File: src/rtl/stretch_pkg.sv
// Package: shared widths and the per-access timing profile type.
// Assumes every phase length fits in PH_W bits (longest access 48 clocks).
package stretch_pkg;

    localparam int PH_W   = 8;
    localparam int CODE_W = 3;

    // Timing profile of one access, as clock indices from the first access clock.
    typedef struct packed {
        logic [PH_W-1:0] ale_end;     // first index with latch enable low
        logic [PH_W-1:0] strobe_beg;  // first strobe index
        logic [PH_W-1:0] strobe_end;  // first index after the strobe
        logic [PH_W-1:0] last_idx;    // last index of the access
    } profile_t;

endpackage

File: src/rtl/stretch_decode.sv
// Module: stretch_decode
// Turns a stretch code and a page-miss flag into a timing profile.
// Assumes: CYC_CLKS is even and at least 2. Purely combinational.
module stretch_decode
    import stretch_pkg::*;
#(
    parameter int CYC_CLKS = 4,
    parameter int ALE_CLKS = 2
) (
    input  logic [CODE_W-1:0] code_i,
    input  logic              miss_i,
    output profile_t          prof_o
);

    localparam logic [PH_W-1:0] CYC   = PH_W'(CYC_CLKS);
    localparam logic [PH_W-1:0] ALE_B = PH_W'(ALE_CLKS);

    logic [PH_W-1:0] n_stretch;
    logic [PH_W-1:0] setup_len;
    logic [PH_W-1:0] strobe_len;
    logic [PH_W-1:0] hold_len;

    // Map the code to its non-linear stretch count.
    always_comb begin
        if (code_i[CODE_W-1]) n_stretch = PH_W'(code_i) + PH_W'(3);
        else                  n_stretch = PH_W'(code_i);
    end

    // Split the access into setup, strobe and hold by stretch range.
    always_comb begin
        if (code_i == '0) begin
            setup_len  = CYC - PH_W'(1);
            strobe_len = CYC >> 1;
            hold_len   = CYC - PH_W'(1);
        end else if (!code_i[CODE_W-1]) begin
            setup_len  = CYC;
            strobe_len = PH_W'(CYC * n_stretch);
            hold_len   = CYC;
        end else begin
            setup_len  = PH_W'(CYC * PH_W'(3));
            strobe_len = PH_W'(CYC * (n_stretch - PH_W'(3)));
            hold_len   = PH_W'(CYC * PH_W'(2));
        end
    end

    // Assemble the index boundaries used by the strobe generator.
    always_comb begin
        if (!miss_i)                 prof_o.ale_end = '0;
        else if (code_i[CODE_W-1])   prof_o.ale_end = ALE_B + CYC;
        else                         prof_o.ale_end = ALE_B;
        prof_o.strobe_beg = setup_len;
        prof_o.strobe_end = setup_len + strobe_len;
        prof_o.last_idx   = setup_len + strobe_len + hold_len - PH_W'(1);
    end

endmodule

File: src/rtl/stretch_seq.sv
// Module: stretch_seq
// Access sequencer: takes a start while idle, captures the profile and
// attributes, counts clock indices and emits the one-clock done pulse.
// Assumes: start while busy is dropped; synchronous active-low reset.
module stretch_seq
    import stretch_pkg::*;
(
    input  logic              clk,
    input  logic              rst_n,
    input  logic              start_i,
    input  logic              write_i,
    input  logic              miss_i,
    input  logic [CODE_W-1:0] code_i,
    input  profile_t          prof_i,
    output logic              busy_o,
    output logic [PH_W-1:0]   cnt_o,
    output profile_t          prof_o,
    output logic              write_o,
    output logic              miss_o,
    output logic [CODE_W-1:0] code_o,
    output logic              last_o,
    output logic              done_o
);

    logic take;

    assign take   = start_i && !busy_o;
    assign last_o = busy_o && (cnt_o == prof_o.last_idx);

    // Busy flag and clock-index counter.
    always_ff @(posedge clk) begin
        if (!rst_n) begin
            busy_o <= 1'b0;
            cnt_o  <= '0;
        end else if (take) begin
            busy_o <= 1'b1;
            cnt_o  <= '0;
        end else if (last_o) begin
            busy_o <= 1'b0;
            cnt_o  <= '0;
        end else if (busy_o) begin
            cnt_o  <= cnt_o + PH_W'(1);
        end
    end

    // Capture access attributes only when a start is taken.
    always_ff @(posedge clk) begin
        if (!rst_n) begin
            prof_o  <= '0;
            write_o <= 1'b0;
            miss_o  <= 1'b0;
            code_o  <= '0;
        end else if (take) begin
            prof_o  <= prof_i;
            write_o <= write_i;
            miss_o  <= miss_i;
            code_o  <= code_i;
        end
    end

    // One-clock completion pulse after the last hold clock.
    always_ff @(posedge clk) begin
        if (!rst_n) done_o <= 1'b0;
        else        done_o <= last_o;
    end

endmodule

File: src/rtl/strobe_gen.sv
// Module: strobe_gen
// Derives the bus control outputs from the running index and profile.
// Assumes: cnt_i is valid only while busy_i is high. Combinational.
module strobe_gen
    import stretch_pkg::*;
(
    input  logic            busy_i,
    input  logic [PH_W-1:0] cnt_i,
    input  profile_t        prof_i,
    input  logic            write_i,
    output logic            ale_o,
    output logic            rd_o,
    output logic            wr_o,
    output logic            addr_oe_o,
    output logic            data_oe_o
);

    logic in_strobe;

    // Decode each control window from the clock index.
    always_comb begin
        in_strobe = busy_i && (cnt_i >= prof_i.strobe_beg) && (cnt_i < prof_i.strobe_end);
        ale_o     = busy_i && (cnt_i < prof_i.ale_end);
        rd_o      = in_strobe && !write_i;
        wr_o      = in_strobe && write_i;
        addr_oe_o = busy_i;
        data_oe_o = busy_i && write_i && (cnt_i != '0);
    end

endmodule

File: src/rtl/mem_stretch_timer.sv
// Module: mem_stretch_timer (top)
// Control-strobe timer for one stretched external data-memory access.
// Assumes: system clock equals the oscillator clock; one memory or
// stretch cycle is CYC_CLKS clocks; synchronous active-low reset.
module mem_stretch_timer
    import stretch_pkg::*;
#(
    parameter int CYC_CLKS = 4,
    parameter int ALE_CLKS = 2
) (
    input  logic              clk,
    input  logic              rst_n,
    input  logic              start_i,
    input  logic              write_i,
    input  logic              page_miss_i,
    input  logic [CODE_W-1:0] stretch_i,
    output logic              ale_o,
    output logic              rd_o,
    output logic              wr_o,
    output logic              addr_oe_o,
    output logic              data_oe_o,
    output logic              done_o
);

    profile_t          prof_next;
    profile_t          prof_q;
    logic              busy;
    logic [PH_W-1:0]   cnt;
    logic              write_q;
    logic              miss_q;
    logic [CODE_W-1:0] code_q;
    logic              last_hit;

    stretch_decode #(
        .CYC_CLKS (CYC_CLKS),
        .ALE_CLKS (ALE_CLKS)
    ) u_decode (
        .code_i (stretch_i),
        .miss_i (page_miss_i),
        .prof_o (prof_next)
    );

    stretch_seq u_seq (
        .clk     (clk),
        .rst_n   (rst_n),
        .start_i (start_i),
        .write_i (write_i),
        .miss_i  (page_miss_i),
        .code_i  (stretch_i),
        .prof_i  (prof_next),
        .busy_o  (busy),
        .cnt_o   (cnt),
        .prof_o  (prof_q),
        .write_o (write_q),
        .miss_o  (miss_q),
        .code_o  (code_q),
        .last_o  (last_hit),
        .done_o  (done_o)
    );

    strobe_gen u_strobe (
        .busy_i    (busy),
        .cnt_i     (cnt),
        .prof_i    (prof_q),
        .write_i   (write_q),
        .ale_o     (ale_o),
        .rd_o      (rd_o),
        .wr_o      (wr_o),
        .addr_oe_o (addr_oe_o),
        .data_oe_o (data_oe_o)
    );

endmodule

File: config.mk
export PLATFORM = sky130hd
export DESIGN_NAME = mem_stretch_timer
export DESIGN_NICKNAME = d
export VERILOG_FILES = /design/src/rtl/stretch_pkg.sv /design/src/rtl/stretch_decode.sv /design/src/rtl/stretch_seq.sv /design/src/rtl/strobe_gen.sv /design/src/rtl/mem_stretch_timer.sv
export SDC_FILE = /design/constraint.sdc
export NUM_CORES = 1
export LEC_CHECK = 0
export BUFFER_PORTS_ARGS = -buffer_cell sky130_fd_sc_hd__buf_4
export CORE_UTILIZATION = 57
export CTS_CLUSTER_DIAMETER = 40
export CTS_CLUSTER_SIZE = 20
export DETAILED_ROUTE_END_ITERATION = 10
export GPL_ROUTABILITY_DRIVEN = 0
export HOLD_SLACK_MARGIN = 0.03
export PLACE_DENSITY = 0.78
export SETUP_SLACK_MARGIN = 0.1
export SYNTH_ARGS = -nofsm -noshare
export SYNTH_HDL_FRONTEND = slang
export SYNTH_HIERARCHICAL = 1
export SYNTH_SLANG_ARGS = --single-unit
File: constraint.sdc
create_clock -name clk -period 3.25 [get_ports clk]
set_input_delay 0.1625 -clock clk [delete_from_list [all_inputs] [get_ports clk]]
set_output_delay 0.1625 -clock clk [all_outputs]
set_load 0.1 [all_outputs]
==> Word level (Yosys, flattened, before mapping) <==
Index checks and enable logic that the tools add are counted.
{ "classes": {"n_addsub": 6, "order_cmp": 3, "n_eq_ne": 1, "muxes": 11, "n_bitwise": 1, "n_reduce_logical": 15} }
{ "op_table": {"columns": ["op", "count"], "rows": [
  ["8-bit two-way mux", 5],
  ["8-bit adder", 2],
  ["8-bit < comparator", 2],
  ["4-bit two-way mux", 3],
  ["1-bit logical AND", 9],
  ["8-bit by 1-bit adder with 8-bit output, second input constant", 1],
  ["8-bit == test", 1],
  ["8-bit >= comparator", 1],
  ["8-bit nonzero test", 1],
  ["8-bit by 1-bit subtractor with 8-bit output, second input constant", 1],
  ["6-bit by 2-bit subtractor with 6-bit output, second input constant", 1],
  ["3-bit by 2-bit adder with 4-bit output, second input constant", 1],
  ["3-bit zero test", 1],
  ["3-bit two-way mux", 1],
  ["3-bit OR reduction", 1],
  ["1-bit zero test", 2],
  ["1-bit two-way mux", 2],
  ["2-bit nonzero test", 1],
  ["1-bit inverter", 1]
]} }
{ "totals": {"regBits": 43, "inputBits": 8} }

==> Longest topological paths before layout <==
{ "depth": {"depth_word": 8, "mapped_depth": 18} }

==> Modules after synthesis <==
The synthesis kept the hierarchy.
{ "modules_own_cells": {"columns": ["mod", "instances", "cells_per_inst", "area_per_inst_um2"], "rows": [
  ["stretch_seq", 1, 219, 1948.1],
  ["stretch_decode", 1, 87, 634.4],
  ["strobe_gen", 1, 82, 631.9]
]} }

==> Worst setup path after synthesis <==
Ideal clock, no wire load.
{ "synth_path": {"path_kind": "register -> output", "from": "register u_seq.cnt_o[0]", "to": "output port rd_o", "arrival_time_ps": 3048, "setup_slack_ps": 39, "path_stages_with_launch": 7, "cell_sequence": "dfxtp_1 inv_1 ha_1 nand2b_4 a2111o_1 a31oi_4 a2111oi_2"} }
{ "synth_via": {"elab_chain_len": 4, "word_cells_on_any_way": 5, "cone_classes": "order compare (2); reduce/logical (3)"} }
{ "synth_lines": {"columns": ["item", "line", "source"], "rows": [
  ["start, declared", "stretch_seq.sv:16", "output logic [PH_W-1:0] cnt_o,"],
  ["start signal, assigned", "stretch_seq.sv:42", "cnt_o <= cnt_o + PH_W'(1);"],
  ["8-bit >= comparator", "strobe_gen.sv:22", "in_strobe = busy_i && (cnt_i >= prof_i.strobe_beg) && (cnt_i < prof_i.strobe_end);"],
  ["1-bit logical AND", "strobe_gen.sv:22", null],
  ["1-bit logical AND *", "strobe_gen.sv:22", null],
  ["1-bit logical AND *", "strobe_gen.sv:24", "rd_o = in_strobe && !write_i;"],
  ["end, declared", "mem_stretch_timer.sv:18", "output logic rd_o,"]
]} }
Mark *: on every way between the ends. The rest lies on a longest branch, timed or not.

==> results.md <==
* Met1 wire length at 2950 um
* ANT nets after route at 0
* Worst vdd ir at 0.000298 V
* Die height at 75.4 um
* Dpl hpwl at 4220 um
* Setup violators final at 0
* Io pins at 14
* Root Driver: clkbuf_8
* Hold Path Stages at 3
* Global-route wire length before repair at 9890 um
* Worst Hold Path EP: u_seq/prof_o[25]
* TritonCTS clock tree: done
* Largest net degree at the start of global routing at 39
* Rel. slew slack at 39.1%
* # rows at 26
* DR vias/cell at 5.09
* Hold Crit Class: input port to flip-flop
* R2R Setup Slk at 1.34 ns
* Number of hold violations in the final report at 0
* Die area at 5690 sq um
* Clock latency on the worst-skew pair at 0.30 ns
* Max frequency at 329 MHz
* Critical path peak fanout at 4
* Final Cycle Share at 93.4%
* Clock Sinks at 43
* Final #Nets at 428
* Setup CP Type: input port to flip-flop
* Final min period at 3.04 ns
* Mapped Cells at 372
* Share of layout cells above drive strength 1 at 19.8%
* Worst Reg2Reg Path Length in Cells at 4
* Highest routed layer: met4
* RSZ-0062 raised after global routing: false
* Reg2Reg Capture Point: u_seq/done_o
* Initial Util at 59.8%
* Fin. max-slew vios at 0
* Vias at 2330
* Met3 WL at 179 um
* Setup slack at placement at -0.209 ns
* I/O Buffers at 13
* Leak at 1.41 nW
* Worst-Margin Slew at 0.909 ns
* Grt ovf at 0
* Netlist Area Pre-Place at 3070 sq um
* Vias in the first global route at 2098
* Max-cap violations at 0
* Iteration count of the initial detailed-routing pass at 4
* Final WL at 6130 um
* Critical R2R Launch: u_seq/cnt_o[4]
* Setup ws final at 0.214 ns
* Crit path launch type: input port
* Clock skew at 0.00632 ns
* CP required at 3.49 ns
* Avg WL per Cell at 13.4 um
* DRC Markers at 0
* Reg clk slew, reported paths at 0.08 ns
* Antenna Cells at 0
* Total GRT Usage at 23.4%
* Core footprint at 5140 sq um
* Routed wl met2 at 2900 um
* Area growth syn-to-layout at 10.3%
* Total CTS buffers at 5
* Data arrival, critical path at 3.27 ns
* CTS Buffer Depth at 2
* Mean post-synth cell area at 8.26 sq um
* Pwr dens at 452 nW/um^2
* Yosys Warn Count at 6
* WHS at 0.123 ns
* Hold path startpoint: page_miss_i
* Starting DRT DRC Count at 107
* Status: finished, final reports clean
* Initial antenna violation count at 0
* H-tree Lvls at 2
* Worst Setup End Kind: flip-flop
* Die W at 75.4 um
-- state kept, by name, indices dropped and copies added (netlist names) --
name and count:
u_seq/write_o 1, u_seq/cnt_o 8, u_seq/done_o 1, u_seq/busy_o 1, u_seq/prof_o 32
-- repair_timing --
item	in CTS	in global routing
cloned	0	0
endpoints found under the setup margin	1	2
hold buffers	0	0
buffers inserted	0	2
pin swaps	1	11
resized for setup	0	21
-- cell type report --
class                           count  area [sq um]
Timing Repair Buffer               29           225
Tap cell                           70          87.6
Fill cell                         454          1750
Clock inverter                      2          12.5
Clock buffer                        6          72.6
Multi-Input combinational cell    271          1990
Inverter                           37           141
Sequential cell                    43           861
-- critical path, stage by stage --
cell      delay, ns
buf_4          0.11
inv_2          0.06
ha_4           0.20
o21ai_2        0.12
ha_1           0.25
nand2_2        0.09
o21ai_4        0.08
fa_2           0.59
inv_2          0.05
ha_4           0.25
inv_2          0.05
ha_2           0.15
a21o_1         0.17
a21oi_4        0.08
mux2_4         0.26
mux2_4         0.26
a21boi_2       0.11
nand2_1        0.06
a21boi_1       0.16
-- report_power, final --
group	internal [mW]	leakage [nW]	switching [mW]
clock	0.150	0.0412	0.188
sequential	0.569	0.351	0.0374
combinational	0.273	1.01	0.317
-- worst max-delay path by stage --
stage / startpoint / cells past startpoint / to / slack [ns]
finish: stretch_i[1] / 19 / u_seq/prof_o[7] / 0.21
floorplan: stretch_i[0] / 18 / u_seq/prof_o[7] / 0.12
global route: stretch_i[1] / 19 / u_seq/prof_o[7] / 0.06
detailed placement: stretch_i[0] / 19 / u_seq/prof_o[7] / -0.21
global placement: stretch_i[0] / 19 / u_seq/prof_o[7] / -0.07
CTS: stretch_i[0] / 19 / u_seq/prof_o[7] / 0.11
-- layer usage --
metal	track usage, %	vias up
met2	38.9	32
met1	30.6	1071
li1	-	1220
met4	7.82	0
met5	0	-
met3	4.63	7
-- through the flow --
step | setup TNS, ns | total power [mW] | cell area (sq um) | util [%] | instances
floorplan | 0 | 1.06 | 3160 | - | 384
global placement | -0.0690 | 1.14 | 3210 | 62.5 | 448
detailed placement | -0.327 | 1.15 | 3210 | 62.5 | 448
CTS | 0 | 1.49 | 3300 | 64.1 | 456
global route | 0 | 1.64 | 3390 | 66.0 | 458
finish | 0 | 1.53 | 3390 | 66.0 | 458
-- placed cells by master, fill, tap and decap left out, types with 2 or more instances in the layout --
cell	instances
a211o_1	2
a21boi_0	5
a21boi_1	28
a21o_1	5
a21oi_1	9
buf_4	28
clkbuf_8	5
conb_1	14
dfxtp_1	43
ha_1	26
ha_4	4
inv_1	32
inv_2	4
mux2_4	2
nand2_1	78
nand2_2	3
nand2b_1	3
nand3_1	3
nand4_1	3
nor2_1	12
nor2b_1	5
nor3_2	9
nor3b_1	2
nor4_1	2
o2111ai_1	2
o21ai_0	5
or3b_1	2
xnor2_1	17
xnor2_2	2
xor2_1	4
Power figures use the tool's default switching activity.
